===== config.mk =====
export PLATFORM = sky130hd
export DESIGN_NAME = flash_wr_qualifier
export DESIGN_NICKNAME = d
export VERILOG_FILES = /design/src/rtl/wq_pkg.sv /design/src/rtl/wq_sync.sv /design/src/rtl/wq_pin_filter.sv /design/src/rtl/wq_ctrl.sv /design/src/rtl/wq_datapath.sv /design/src/rtl/flash_wr_qualifier.sv
export SDC_FILE = /design/constraint.sdc
export NUM_CORES = 1
export LEC_CHECK = 0
export ABC_AREA = 1
export BUFFER_PORTS_ARGS = -buffer_cell sky130_fd_sc_hd__buf_4
export CORE_AREA = 4 4 81 83
export DETAILED_ROUTE_END_ITERATION = 10
export DIE_AREA = 0 0 85 87
export PLACE_DENSITY = 0.72
export SETUP_SLACK_MARGIN = 0.05
export SYNTH_ARGS = -nofsm -noshare
export SYNTH_HDL_FRONTEND = slang
export SYNTH_SLANG_ARGS = --single-unit
export TNS_END_PERCENT = 50

===== constraint.sdc =====
create_clock -name clk -period 1.2 [get_ports clk]
set_input_delay 0.24 -clock clk [delete_from_list [all_inputs] [get_ports clk]]
set_output_delay 0.24 -clock clk [all_outputs]
set_load 0.01 [all_outputs]

===== src/rtl/wq_pkg.sv =====
package wq_pkg;
  // Strobes from the control FSM into the capture datapath.
  typedef struct packed {
    logic capture;   // take the bus and pulse cmdValid
    logic readReq;   // ask the decoder to fall back to read-array mode
  } ctrlStrobe_t;
endpackage


===== src/rtl/wq_sync.sv =====
module wq_sync #(
  parameter int STAGES = 2,
  parameter bit RST_VAL = 1'b1
) (
  input  logic clk,
  input  logic rstN,
  input  logic d,
  output logic q
);
  logic [STAGES-1:0] chain;

  always_ff @(posedge clk or negedge rstN) begin
    if (!rstN) chain <= {STAGES{RST_VAL}};
    else       chain <= {chain[STAGES-2:0], d};
  end

  assign q = chain[STAGES-1];
endmodule


===== src/rtl/wq_pin_filter.sv =====
module wq_pin_filter #(
  parameter int STAGES = 2,
  parameter int MIN_W  = 4
) (
  input  logic clk,
  input  logic rstN,
  input  logic clear,
  input  logic pinN,
  output logic levelHigh,
  output logic filtLow
);
  localparam int CNT_W = $clog2(MIN_W + 1);
  localparam logic [CNT_W-1:0] CNT_MAX = CNT_W'(MIN_W);

  logic [CNT_W-1:0] lowCnt;

  wq_sync #(.STAGES(STAGES), .RST_VAL(1'b1)) i_sync (
    .clk(clk), .rstN(rstN), .d(pinN), .q(levelHigh)
  );

  // Counts consecutive low samples, saturating at MIN_W.
  always_ff @(posedge clk or negedge rstN) begin
    if (!rstN)                  lowCnt <= '0;
    else if (clear || levelHigh) lowCnt <= '0;
    else if (lowCnt != CNT_MAX) lowCnt <= lowCnt + 1'b1;
  end

  assign filtLow = (lowCnt == CNT_MAX);
endmodule


===== src/rtl/wq_ctrl.sv =====
module wq_ctrl #(
  parameter int STAGES = 2
) (
  input  logic clk,
  input  logic rstN,
  input  logic ceHigh,
  input  logic weHigh,
  input  logic oeHigh,
  input  logic ceFiltLow,
  input  logic weFiltLow,
  input  logic oeFiltLow,
  input  logic rstPinHigh,
  input  logic lockHigh,
  output logic filterClear,
  output wq_pkg::ctrlStrobe_t ctl
);
  localparam int START_END = STAGES + 1;
  localparam int START_W = $clog2(START_END + 1);
  localparam logic [START_W-1:0] EVAL_AT = START_W'(STAGES);
  localparam logic [START_W-1:0] DONE_AT = START_W'(START_END);

  logic [START_W-1:0] startCnt;
  logic startDone;
  logic armed;
  logic puBlock;
  logic blocked;
  logic fire;

  assign startDone = (startCnt == DONE_AT);
  assign blocked = !startDone || !rstPinHigh || lockHigh;
  assign fire = armed && weHigh && !blocked;
  assign filterClear = !rstPinHigh;

  always_ff @(posedge clk or negedge rstN) begin
    if (!rstN) begin
      startCnt <= '0;
      armed <= 1'b0;
      puBlock <= 1'b0;
    end else begin
      if (!startDone) startCnt <= startCnt + 1'b1;

      // Power-up inhibit: judged once the synchronizers hold real pin values.
      if (startCnt == EVAL_AT)
        puBlock <= !weHigh && !ceHigh && !rstPinHigh && oeHigh;
      else if (puBlock && weHigh)
        puBlock <= 1'b0;

      if (blocked)
        armed <= 1'b0;
      else if (armed) begin
        if (weHigh || ceHigh || oeFiltLow) armed <= 1'b0;
      end else if (ceFiltLow && weFiltLow && oeHigh && !puBlock)
        armed <= 1'b1;
    end
  end

  always_comb begin
    ctl.capture = fire;
    ctl.readReq = blocked;
  end
endmodule


===== src/rtl/wq_datapath.sv =====
module wq_datapath #(
  parameter int ADDR_W = 22,
  parameter int DATA_W = 16
) (
  input  logic clk,
  input  logic rstN,
  input  wq_pkg::ctrlStrobe_t ctl,
  input  logic [ADDR_W-1:0] addrIn,
  input  logic [DATA_W-1:0] dataIn,
  output logic cmdValid,
  output logic [ADDR_W-1:0] cmdAddr,
  output logic [DATA_W-1:0] cmdData,
  output logic readModeReq
);
  always_ff @(posedge clk or negedge rstN) begin
    if (!rstN) begin
      cmdValid <= 1'b0;
      readModeReq <= 1'b1;
      cmdAddr <= '0;
      cmdData <= '0;
    end else begin
      cmdValid <= ctl.capture;
      readModeReq <= ctl.readReq;
      if (ctl.capture) begin
        cmdAddr <= addrIn;
        cmdData <= dataIn;
      end
    end
  end
endmodule


===== src/rtl/flash_wr_qualifier.sv =====
module flash_wr_qualifier #(
  parameter int ADDR_W = 22,
  parameter int DATA_W = 16,
  parameter int STAGES = 2,
  parameter int MIN_W  = 4
) (
  input  logic clk,
  input  logic sysRstN,
  input  logic pinCeN,
  input  logic pinWeN,
  input  logic pinOeN,
  input  logic pinRstN,
  input  logic lowSupply,
  input  logic [ADDR_W-1:0] addrIn,
  input  logic [DATA_W-1:0] dataIn,
  output logic cmdValid,
  output logic [ADDR_W-1:0] cmdAddr,
  output logic [DATA_W-1:0] cmdData,
  output logic readModeReq
);
  localparam int NPINS = 3;

  logic [NPINS-1:0] pinVec;
  logic [NPINS-1:0] levelHigh;
  logic [NPINS-1:0] filtLow;
  logic rstPinHigh;
  logic lockHigh;
  logic filterClear;
  wq_pkg::ctrlStrobe_t ctl;

  assign pinVec = {pinOeN, pinWeN, pinCeN};

  for (genvar g = 0; g < NPINS; g++) begin : g_pin
    wq_pin_filter #(.STAGES(STAGES), .MIN_W(MIN_W)) i_filt (
      .clk(clk), .rstN(sysRstN), .clear(filterClear),
      .pinN(pinVec[g]), .levelHigh(levelHigh[g]), .filtLow(filtLow[g])
    );
  end

  wq_sync #(.STAGES(STAGES), .RST_VAL(1'b0)) i_rstSync (
    .clk(clk), .rstN(sysRstN), .d(pinRstN), .q(rstPinHigh)
  );

  wq_sync #(.STAGES(STAGES), .RST_VAL(1'b1)) i_lockSync (
    .clk(clk), .rstN(sysRstN), .d(lowSupply), .q(lockHigh)
  );

  wq_ctrl #(.STAGES(STAGES)) i_ctrl (
    .clk(clk), .rstN(sysRstN),
    .ceHigh(levelHigh[0]), .weHigh(levelHigh[1]), .oeHigh(levelHigh[2]),
    .ceFiltLow(filtLow[0]), .weFiltLow(filtLow[1]), .oeFiltLow(filtLow[2]),
    .rstPinHigh(rstPinHigh), .lockHigh(lockHigh),
    .filterClear(filterClear), .ctl(ctl)
  );

  wq_datapath #(.ADDR_W(ADDR_W), .DATA_W(DATA_W)) i_dp (
    .clk(clk), .rstN(sysRstN), .ctl(ctl),
    .addrIn(addrIn), .dataIn(dataIn),
    .cmdValid(cmdValid), .cmdAddr(cmdAddr), .cmdData(cmdData),
    .readModeReq(readModeReq)
  );
endmodule


# Word level (Yosys, flattened, before mapping)
# Index checks and enable logic that the tools add are counted.
[word_totals] elab_cells=65 reg_bits=63 out_inout_bits=40 inputBits=45
[classes] addsub=4 n_mux=12 n_eq_ne=8 reduce_logical=26
[op_table] op="$mux W3" count=6
[op_table] op="$add A3 B1 Y3 const B" count=3
[op_table] op="$eq A3 B3 Y1 const B" count=3
[op_table] op="$logic_and A1 B1 Y1" count=9
[op_table] op="$ne A3 B3 Y1 const B" count=3
[op_table] op="$reduce_bool A2 Y1" count=4
[op_table] op="$logic_or A1 B1 Y1" count=7
[op_table] op="$logic_not A1 Y1" count=6
[op_table] op="$mux W1" count=6
[op_table] op="$eq A2 B2 Y1 const B" count=2
[op_table] op="$add A2 B1 Y2 const B" count=1

# Longest topological paths before layout
# Gate-level depths: netlist of run 1.
[depth] ltp_word=7 ltp_mapped=8 ltp_nobuf=8

# Hierarchy
# From an unflattened synthesis of run 1, not the netlist that was laid out.
[unflattened] cells_unflattened=265 area_unflattened_um2=2527.4
[modules_own_cells] module="wq_datapath" cells_each=163 n_inst=1 seq_area_each_um2=1002.2 area_each_um2=1503.9
[modules_own_cells] module="wq_pin_filter" cells_each=20 n_inst=3 seq_area_each_um2=75.1 area_each_um2=170.2
[modules_own_cells] module="wq_ctrl" cells_each=32 n_inst=1 seq_area_each_um2=100.1 area_each_um2=252.7
[modules_own_cells] module="wq_sync (g_pin[0].i_filt.i_sync ...)" cells_each=2 n_inst=4 seq_area_each_um2=52.6 area_each_um2=52.6
[modules_own_cells] module="wq_sync (i_rstSync)" cells_each=2 n_inst=1 seq_area_each_um2=50.0 area_each_um2=50.0

# Least setup slack after synthesis of run 1
# No wires, ideal clock.
[synth_timing] path_kind="reg-to-reg" startpoint="reg i_ctrl.startCnt[0]" endpoint="reg i_dp.cmdAddr[10]" n_path_buf=2 path_slack_ns=-0.035 required_time_ns=1.135 arrival_time_ns=1.170 period_less_slack_ns=1.235 setup_ns=0.065 stages_incl_launch_ff=7 cell_sequence="dfrtp_1 -> ha_1 -> nand3_2 -> buf_2 -> buf_6 -> nand2_1 -> nand2_1"
[synth_via] elab_chain_len=6
[synth_rtl] element="start, declared" line_no="wq_ctrl.sv:22" text="logic [START_W-1:0] startCnt;"
[synth_rtl] element="start signal, assigned" line_no="wq_ctrl.sv:40" text="if (!startDone) startCnt <= startCnt + 1'b1;"
[synth_rtl] element="$eq A2 B2 Y1" line_no="wq_ctrl.sv:29" text="assign startDone = (startCnt == DONE_AT);"
[synth_rtl] element="$logic_not A1 Y1" line_no="wq_ctrl.sv:30" text="assign blocked = !startDone || !rstPinHigh || lockHigh;"
[synth_rtl] element="$logic_or A1 B1 Y1 (2 in a row)" line_no="wq_ctrl.sv:30"
[synth_rtl] element="$logic_not A1 Y1" line_no="wq_ctrl.sv:31" text="assign fire = armed && weHigh && !blocked;"
[synth_rtl] element="$logic_and A1 B1 Y1" line_no="wq_ctrl.sv:31"
[synth_rtl] element="end signal, assigned" line_no="wq_datapath.sv:25" text="cmdAddr <= addrIn;"
[synth_rtl] element="end, declared" line_no="wq_datapath.sv:11" text="output logic [ADDR_W-1:0] cmdAddr,"
# Every way passes these cells.
# A chain may end at the register's enable or synchronous reset.

# Worst setup path after layout of run 1
[layout_timing] startpoint="reg i_ctrl.startCnt[0]" endpoint="reg i_dp.cmdData[6]"
[layout_via] elab_chain_len=6
[layout_rtl] element="$eq A2 B2 Y1" line_no="wq_ctrl.sv:29"
[layout_rtl] element="$logic_not A1 Y1" line_no="wq_ctrl.sv:30"
[layout_rtl] element="$logic_or A1 B1 Y1 (2 in a row)" line_no="wq_ctrl.sv:30"
[layout_rtl] element="$logic_not A1 Y1" line_no="wq_ctrl.sv:31"
[layout_rtl] element="$logic_and A1 B1 Y1" line_no="wq_ctrl.sv:31"
[layout_rtl] element="end signal, assigned" line_no="wq_datapath.sv:26" text="cmdData <= dataIn;"
[layout_rtl] element="end, declared" line_no="wq_datapath.sv:12" text="output logic [DATA_W-1:0] cmdData,"
# Every way passes these cells.

==> results of run 1 <==
[per-stage QoR]
| step | instances | total power [mW] | cell area (um2) | utilization [%] | setup TNS (ps) |
|---|---|---|---|---|---|
| floorplan | 259 | 2.255 | 2486 | - | 0 |
| finish | 448 | 4.207 | 3711 | 63.43 | -48.67 |
| detailed placement | 420 | 2.444 | 3253 | 55.60 | -80.35 |
| global route | 448 | 4.383 | 3711 | 63.43 | -2214 |
| CTS | 440 | 4.239 | 3488 | 59.62 | -551.1 |
| global placement | 420 | 2.437 | 3253 | 55.60 | 0 |
[flip-flops by register name, summed over array words and instances, names as in the netlist]
signal and flops:
i_dp.cmdAddr 22, i_dp.cmdData 16, g_pin.i_filt.lowCnt 9, g_pin.i_filt.i_sync.chain 6
i_ctrl.startCnt 2, i_lockSync.chain 2, i_rstSync.chain 2, i_ctrl.armed 1
i_ctrl.puBlock 1, i_dp.cmdValid 1, i_dp.readModeReq 1
[timing repair]
action,in CTS,in global routing
gates cloned,0,4
pin swaps,1,21
resized for setup,1,41
endpoints found under the setup margin,40,47
buffers inserted,0,3
hold buffers,4,1
endpoints found under the hold margin,18,1
[cell type report]
class,instances,area share [%]
flip-flops and latches,63,42.78
repair buffers,106,25.22
multi-input cells,171,22.39
clock buffers,13,4.012
well taps,75,2.529
inverters,17,1.922
clock inverters,3,1.146
[power groups by stage]
| stage | Combinational [mW] | Sequential, mW | Clock (mW) |
|---|---|---|---|
| after floorplan | 0.0399 | 2.22 | 0 |
| after global placement | 0.222 | 2.22 | 0 |
| after detailed placement | 0.227 | 2.22 | 0 |
| after CTS | 0.238 | 2.18 | 1.82 |
| after global routing | 0.279 | 2.18 | 1.92 |
| final | 0.250 | 2.18 | 1.78 |
[routing by layer]
layer,vias up,global-route usage [%]
li1,1007,-
met1,932,17.61
met2,56,25.49
met3,12,4.068
met4,0,8.058
met5,-,0
[worst max-delay path, cell delays in order, from the launching register on]
cell and delay [ps]:
dfrtp_1 410, ha_2 220, nand3_4 130, inv_8 70, clkbuf_16 160, nand2_1 60
nand2_1 40
[kinds of logic (layout without fill, tap and decap cells)]
group,count (synthesis),count (layout),share of synthesized area (%)
flip-flops,63,63,64.09
AO/OA/AOI/OAI,13,13,2.626
XOR/XNOR,2,2,0.7072
buffers and inverters,25,139,5.151
AND/OR/NAND/NOR,148,148,23.38
adder cells (fa/ha/maj),8,8,4.041
[cell usage after synthesis]
library cell	n	area (um2)
inv_1	15	56.30
nand2_1	130	488.0
buf_6	4	45.04
nand3_2	1	10.01
nand3b_1	1	7.510
dfrtp_1	54	1351
a21oi_1	2	10.01
ha_1	8	100.1
and2_1	1	6.260
buf_2	3	15.01
o21ai_0	11	55.05
dfstp_2	9	236.5
xnor2_1	2	17.52
inv_2	2	7.510
nor2_2	1	6.260
clkbuf_1	1	3.750
nand4_1	1	6.260
nand3_1	5	25.02
nor2_1	8	30.03
[worst paths after layout]
kind                                            startpoint                         endpoint  slack [ps]  cells after the start
min in group asynchronous                          sysRstN                  i_dp.cmdData[9]         370                      2
hold / removal                                     pinRstN               i_rstSync.chain[0]          10                      1
hold reg to reg            g_pin[2].i_filt.i_sync.chain[0]  g_pin[2].i_filt.i_sync.chain[1]         360                      0
setup / recovery                        i_ctrl.startCnt[0]                  i_dp.cmdData[6]         -10                      6
max in group asynchronous                          sysRstN  g_pin[2].i_filt.i_sync.chain[0]         330                      3
setup reg to reg                        i_ctrl.startCnt[0]                  i_dp.cmdData[6]         -10                      6
==> key figures, run 1 <==
Final layout
  – Most frequent cells in the layout: nand2_1 (112), buf_4 (87), dfrtp_1 (54), nand2_2 (17), inv_1 (11)
  – Commonest non-fill, non-tap cell in the layout: nand2_1
  – Area grow syn2layout: 49.80%
  – Multi-input logic area: roughly 830 um2
  – # diodes: 0
  – Fill count: 457
  – Share of layout cells above drive strength 1: between 40% and 50%
  – Nets: around 420
  – Storage element area: 1588 um2

Global route
  – First-pass GRT wire length: between 8 and 9 mm
  – GR Overflow Total: 0
  – Initial antenna violation count: 0
  – GR Util All Layers: 15.12%
  – Largest net degree at the start of global routing: 27
  – Vias in the first global route: roughly 2100

STA
  – Final setup fails: 10
  – Final hold violations: 0
  – Final worst-path cycle share: 100.9%
  – Slew margin rel.: 77.64%
  – Final slew viol count: 0
  – Clk_skew: between 5 and 6 ps
  – Min Tclk post-route: between 1000 and 1500 ps
  – Fmax: roughly 0.83 GHz
  – RSZ-0062 raised after global routing: true
  – Fin Hold WS: between 10 and 15 ps
  – Worst-Margin Slew: between 300 and 400 ps
  – Post-route worst setup slack: -11.31 ps

Detailed routing
  – M1 WL: between 2 and 2.5 mm
  – Total vias in the final route: about 2000
  – Final wirelength: 5.802 mm
  – DR pass1 iterations: 4
  – 1st-iter DRT viols: 74
  – WL met3: approximately 280 um
  – Post-DR wirelength/cell: 12.95 um
  – Drt via density: between 4 and 5
  – DRC Markers: 0
  – WL met2: about 3 mm
  – Top Metal Used: met4
  – Antenna-violating nets left: 0

Yosys
  – Yosys cell types: 19
  – Mapped cell area: between 2000 and 2500 um2
  – Synthesized area per cell: 9.565 um2
  – Syn_nets: about 310
  – Sequential area share after synthesis: around 64%
  – Synth Register Bits: 63
  – Synth warn: 0
  – Mapped Cells: 259

Pwr
  – Clock power frac: about 42%
  – Sw Pwr: about 0.9 mW
  – P_int: roughly 3.3 mW
  – Combinational share of power: ~6%
  – Cell Pwr Density: between 1000 and 1500 nW/um2
  – Reg power frac: ~52%
  – Worst vdd ir: 0.6938 mV
  – P_leak: around 1.8 nW
  – Sw frac: a little over a fifth

Critical path
  – CP Class: register to register
  – Required @ worst endpoint: 1420 ps
  – Data arrival, critical path: approximately 1400 ps
  – CP Max Fanout: 7
  – Startpoint Class: register
  – Crit path capture type: register

Status
  – Failing checks: negative setup slack
  – Result of the run: finished, violations left

Die
  – # IOs: 85
  – Row count: 28
  – Chip width: about 85 um
  – Die Footprint: 7395 um2
  – Initial Util: between 40% and 50%
  – Core ar.: roughly 5900 um2
  – Die Ht: a little under 90 um

Clock network
  – Clock Latency Late Sink: approximately 330 ps
  – H-tree depth: 3
  – Sink Count: between 60 and 70
  – Inserted Clock Buffers: 9
  – CTS tree: yes
  – CTS max path bufs: 2
  – Reg clk slew, reported paths: approximately 60 ps
  – Clock root buffer: clkbuf_8

Run
  – Max Cap Violations: 0

Place
  – Final HPWL DP: roughly 4 mm
  – Input/output buffers: 84
  – Placer Congestion: 0.7533
  – Dpl ws: -12.59 ps

Hold path
  – Hold Crit Class: input port to register
Power figures use the tool's default switching activity.
==> run 2, diff against run 1 <==
--- a/config.mk
+++ b/config.mk
@@ -8,9 +8,12 @@
 export ABC_AREA = 1
 export BUFFER_PORTS_ARGS = -buffer_cell sky130_fd_sc_hd__buf_4
 export CORE_AREA = 4 4 81 83
+export CTS_CLUSTER_DIAMETER = 100
 export DETAILED_ROUTE_END_ITERATION = 10
 export DIE_AREA = 0 0 85 87
+export HOLD_SLACK_MARGIN = 0.1
 export PLACE_DENSITY = 0.72
+export RECOVER_POWER = 25
 export SETUP_SLACK_MARGIN = 0.05
 export SYNTH_ARGS = -nofsm -noshare
 export SYNTH_HDL_FRONTEND = slang
==> run 2 against run 1 <==
Net effect: worst setup slack got worse by 6.2 ps; hold slack better by 92 ps; critical path depth rose by 1; global-route usage is 1.4 points higher; non-clock buffer count increased by 22; combinational power up 24%; the flow still finishes with violations (negative setup slack); register-to-register slack barely moved; cell count up 4.9%; cell area up 6.3%; highest routed layer unchanged; clock power is essentially flat; power grew 1.7%.
==> key figures, run 2 (synthesized netlist as in run 1, its figures left out) <==
Status
  – Result of the run: finished, violations left
  – Failing checks: negative setup slack

Final layout
  – Post-Layout Cell Count: between 400 and 500
  – # diodes: 0
  – Final instance area: 3945 um2
  – Reg with most FFs: i_dp.cmdAddr
  – Largest registers: i_dp.cmdAddr (22), i_dp.cmdData (16), g_pin.i_filt.lowCnt (9)
  – Largest register FFs: 22
  – Nets: between 400 and 500
  – Commonest non-fill, non-tap cell in the layout: nand2_1
  – Area grow syn2layout: 59.24%
  – Most frequent cells in the layout: nand2_1 (111), buf_4 (77), dfrtp_1 (54), dlygate4sd3_1 (28), nand2_2 (17)
  – Share of layout cells above drive strength 1: between 30% and 40%
  – Final Util: approximately two thirds

Clock network
  – Clock root buffer: clkbuf_8
  – Inserted Clock Buffers: 9
  – Clock Latency Late Sink: 330 ps
  – Reg clk slew, reported paths: around 70 ps
  – CTS tree: yes
  – Sink Count: 63
  – CTS max path bufs: 2
  – H-tree depth: 3

Global route
  – GR Overflow Total: 0
  – GR Util All Layers: approximately 16%
  – Vias in the first global route: 2244
  – Initial antenna violation count: 0
  – First-pass GRT wire length: 9.680 mm
  – Largest net degree at the start of global routing: 27

Place
  – Final HPWL DP: around 4 mm
  – Dpl cell area: 3253 um2
  – Placer Congestion: 0.7533
  – Placed insts: 420
  – Input/output buffers: between 80 and 90

Detailed routing
  – Total vias in the final route: ~2200
  – DRC Markers: 0
  – 1st-iter DRT viols: approximately 120
  – Post-DR wirelength/cell: 13.56 um
  – Antenna-violating nets left: 0
  – Drt via density: 4.636
  – Final wirelength: 6.374 mm
  – DR pass1 iterations: 4

STA
  – Fmax: ~0.8 GHz
  – Slew margin rel.: ~58%
  – Final slew viol count: 0
  – RSZ-0062 raised after global routing: true
  – Final worst-path cycle share: 101.5%
  – Final hold violations: 0
  – Min Tclk post-route: roughly 1200 ps
  – Setup TNS: -145.6 ps
  – Post-route worst setup slack: -17.50 ps
  – Final setup fails: 18
  – Clk_skew: 5.950 ps
  – Worst-Margin Slew: 634.4 ps

Die
  – Initial Util: 42.34%
  – Die Footprint: around 7400 um2
  – Core ar.: 5851 um2
  – Row count: 28
  – Chip width: 85 um
  – # IOs: 85
  – Die Ht: a little under 90 um

Critical path
  – Crit path largest cell delay: 540 ps
  – Required @ worst endpoint: 1480 ps
  – Worst path cell trace: nand2_2, inv_2, nand3_4, inv_8, clkbuf_16, nand2_1, nand2_1
  – Startpoint Class: register
  – Data arrival, critical path: about 1500 ps
  – Most used cell, CP: nand2_1
  – Crit path capture type: register
  – R2R setup slack: -20 ps
  – CP Max Fanout: 7
  – CP max stage cell: dfstp_2
  – CP Class: register to register

Pwr
  – P_leak: about 1.9 nW
  – Cell Pwr Density: roughly 1100 nW/um2
  – Worst vdd ir: between 0.7 and 0.8 mV
  – Power, Total: around 4.3 mW

Run
  – Max Cap Violations: 0

Hold path
  – Hold Crit Class: input port to register
==> run 2: cell count changes in the layout (fill, tap and decap cells not counted), sizes merged <==
| cell | delta |
|---|---|
| dlygate4sd3 | +23 |
| buf | -7 |
| clkbuf | +6 |
==> run 2: final timing paths <==
path                                                 start                         endpoint  depth (start not counted)
max in group asynchronous                          sysRstN  g_pin[2].i_filt.i_sync.chain[0]                          3
min in group asynchronous                          sysRstN                 i_dp.cmdData[15]                          2
min                                              addrIn[6]                  i_dp.cmdAddr[6]                          3
max reg2reg                g_pin[1].i_filt.i_sync.chain[1]                 i_dp.cmdData[15]                          7
min reg2reg                g_pin[2].i_filt.i_sync.chain[0]  g_pin[2].i_filt.i_sync.chain[1]                          0
max                        g_pin[1].i_filt.i_sync.chain[1]                 i_dp.cmdData[15]                          7
==> run 2: layer usage <==
layer,up-vias,global-route usage (%),share of wire [%]
li1,1052,-,-
met1,1040,18.88,39
met2,67,28.39,53
met3,20,4.068,4.6
met4,0,8.921,2.8
met5,-,0,0
==> run 2: worst max-delay path: cells and delay by family, from the launching register on <==
family / cells / cell delay (ps)
DFF: 1 / 540
buffers and inverters: 3 / 350
and+or+nand+nor: 4 / 280
==> run 2: final cells by class <==
| cell class | instances | area, um2 |
|---|---|---|
| Clock buffer | 13 | 148.9 |
| Fill cell | 436 | 1906 |
| Inverter | 17 | 71.32 |
| Multi-Input combinational cell | 171 | 833.3 |
| Timing Repair Buffer | 128 | 1167 |
| Sequential cell | 63 | 1588 |
| Clock inverter | 3 | 42.54 |
| Tap cell | 75 | 93.84 |
==> run 2: metrics by stage <==
| step | hold slack (ps) | worst slack [ps] |
|---|---|---|
| 3_3_place_gp | 159.0 | 26.99 |
| 6_report | 105.6 | -17.50 |
| 5_1_grt | 99.55 | -75.71 |
| 4_1_cts | 100.9 | -24.98 |
| 2_1_floorplan | -55.59 | 20.66 |
| 3_5_place_dp | 162.9 | -12.59 |
==> run 2: repair_timing <==
action | 4_1_cts | 5_1_grt
hold buffers | 28 | 0
cloned | 0 | 4
setup endpoints to repair | 40 | 50
buffers inserted | 0 | 2
gates resized for setup | 1 | 40
pin swaps | 1 | 19
endpoints found under the hold margin | 87 | 0
==> run 2: power breakdown <==
group	internal, mW	switching (mW)
logic	0.186	0.123
clock network	1.02	0.777
registers	2.16	0.0144
total	3.37	0.914
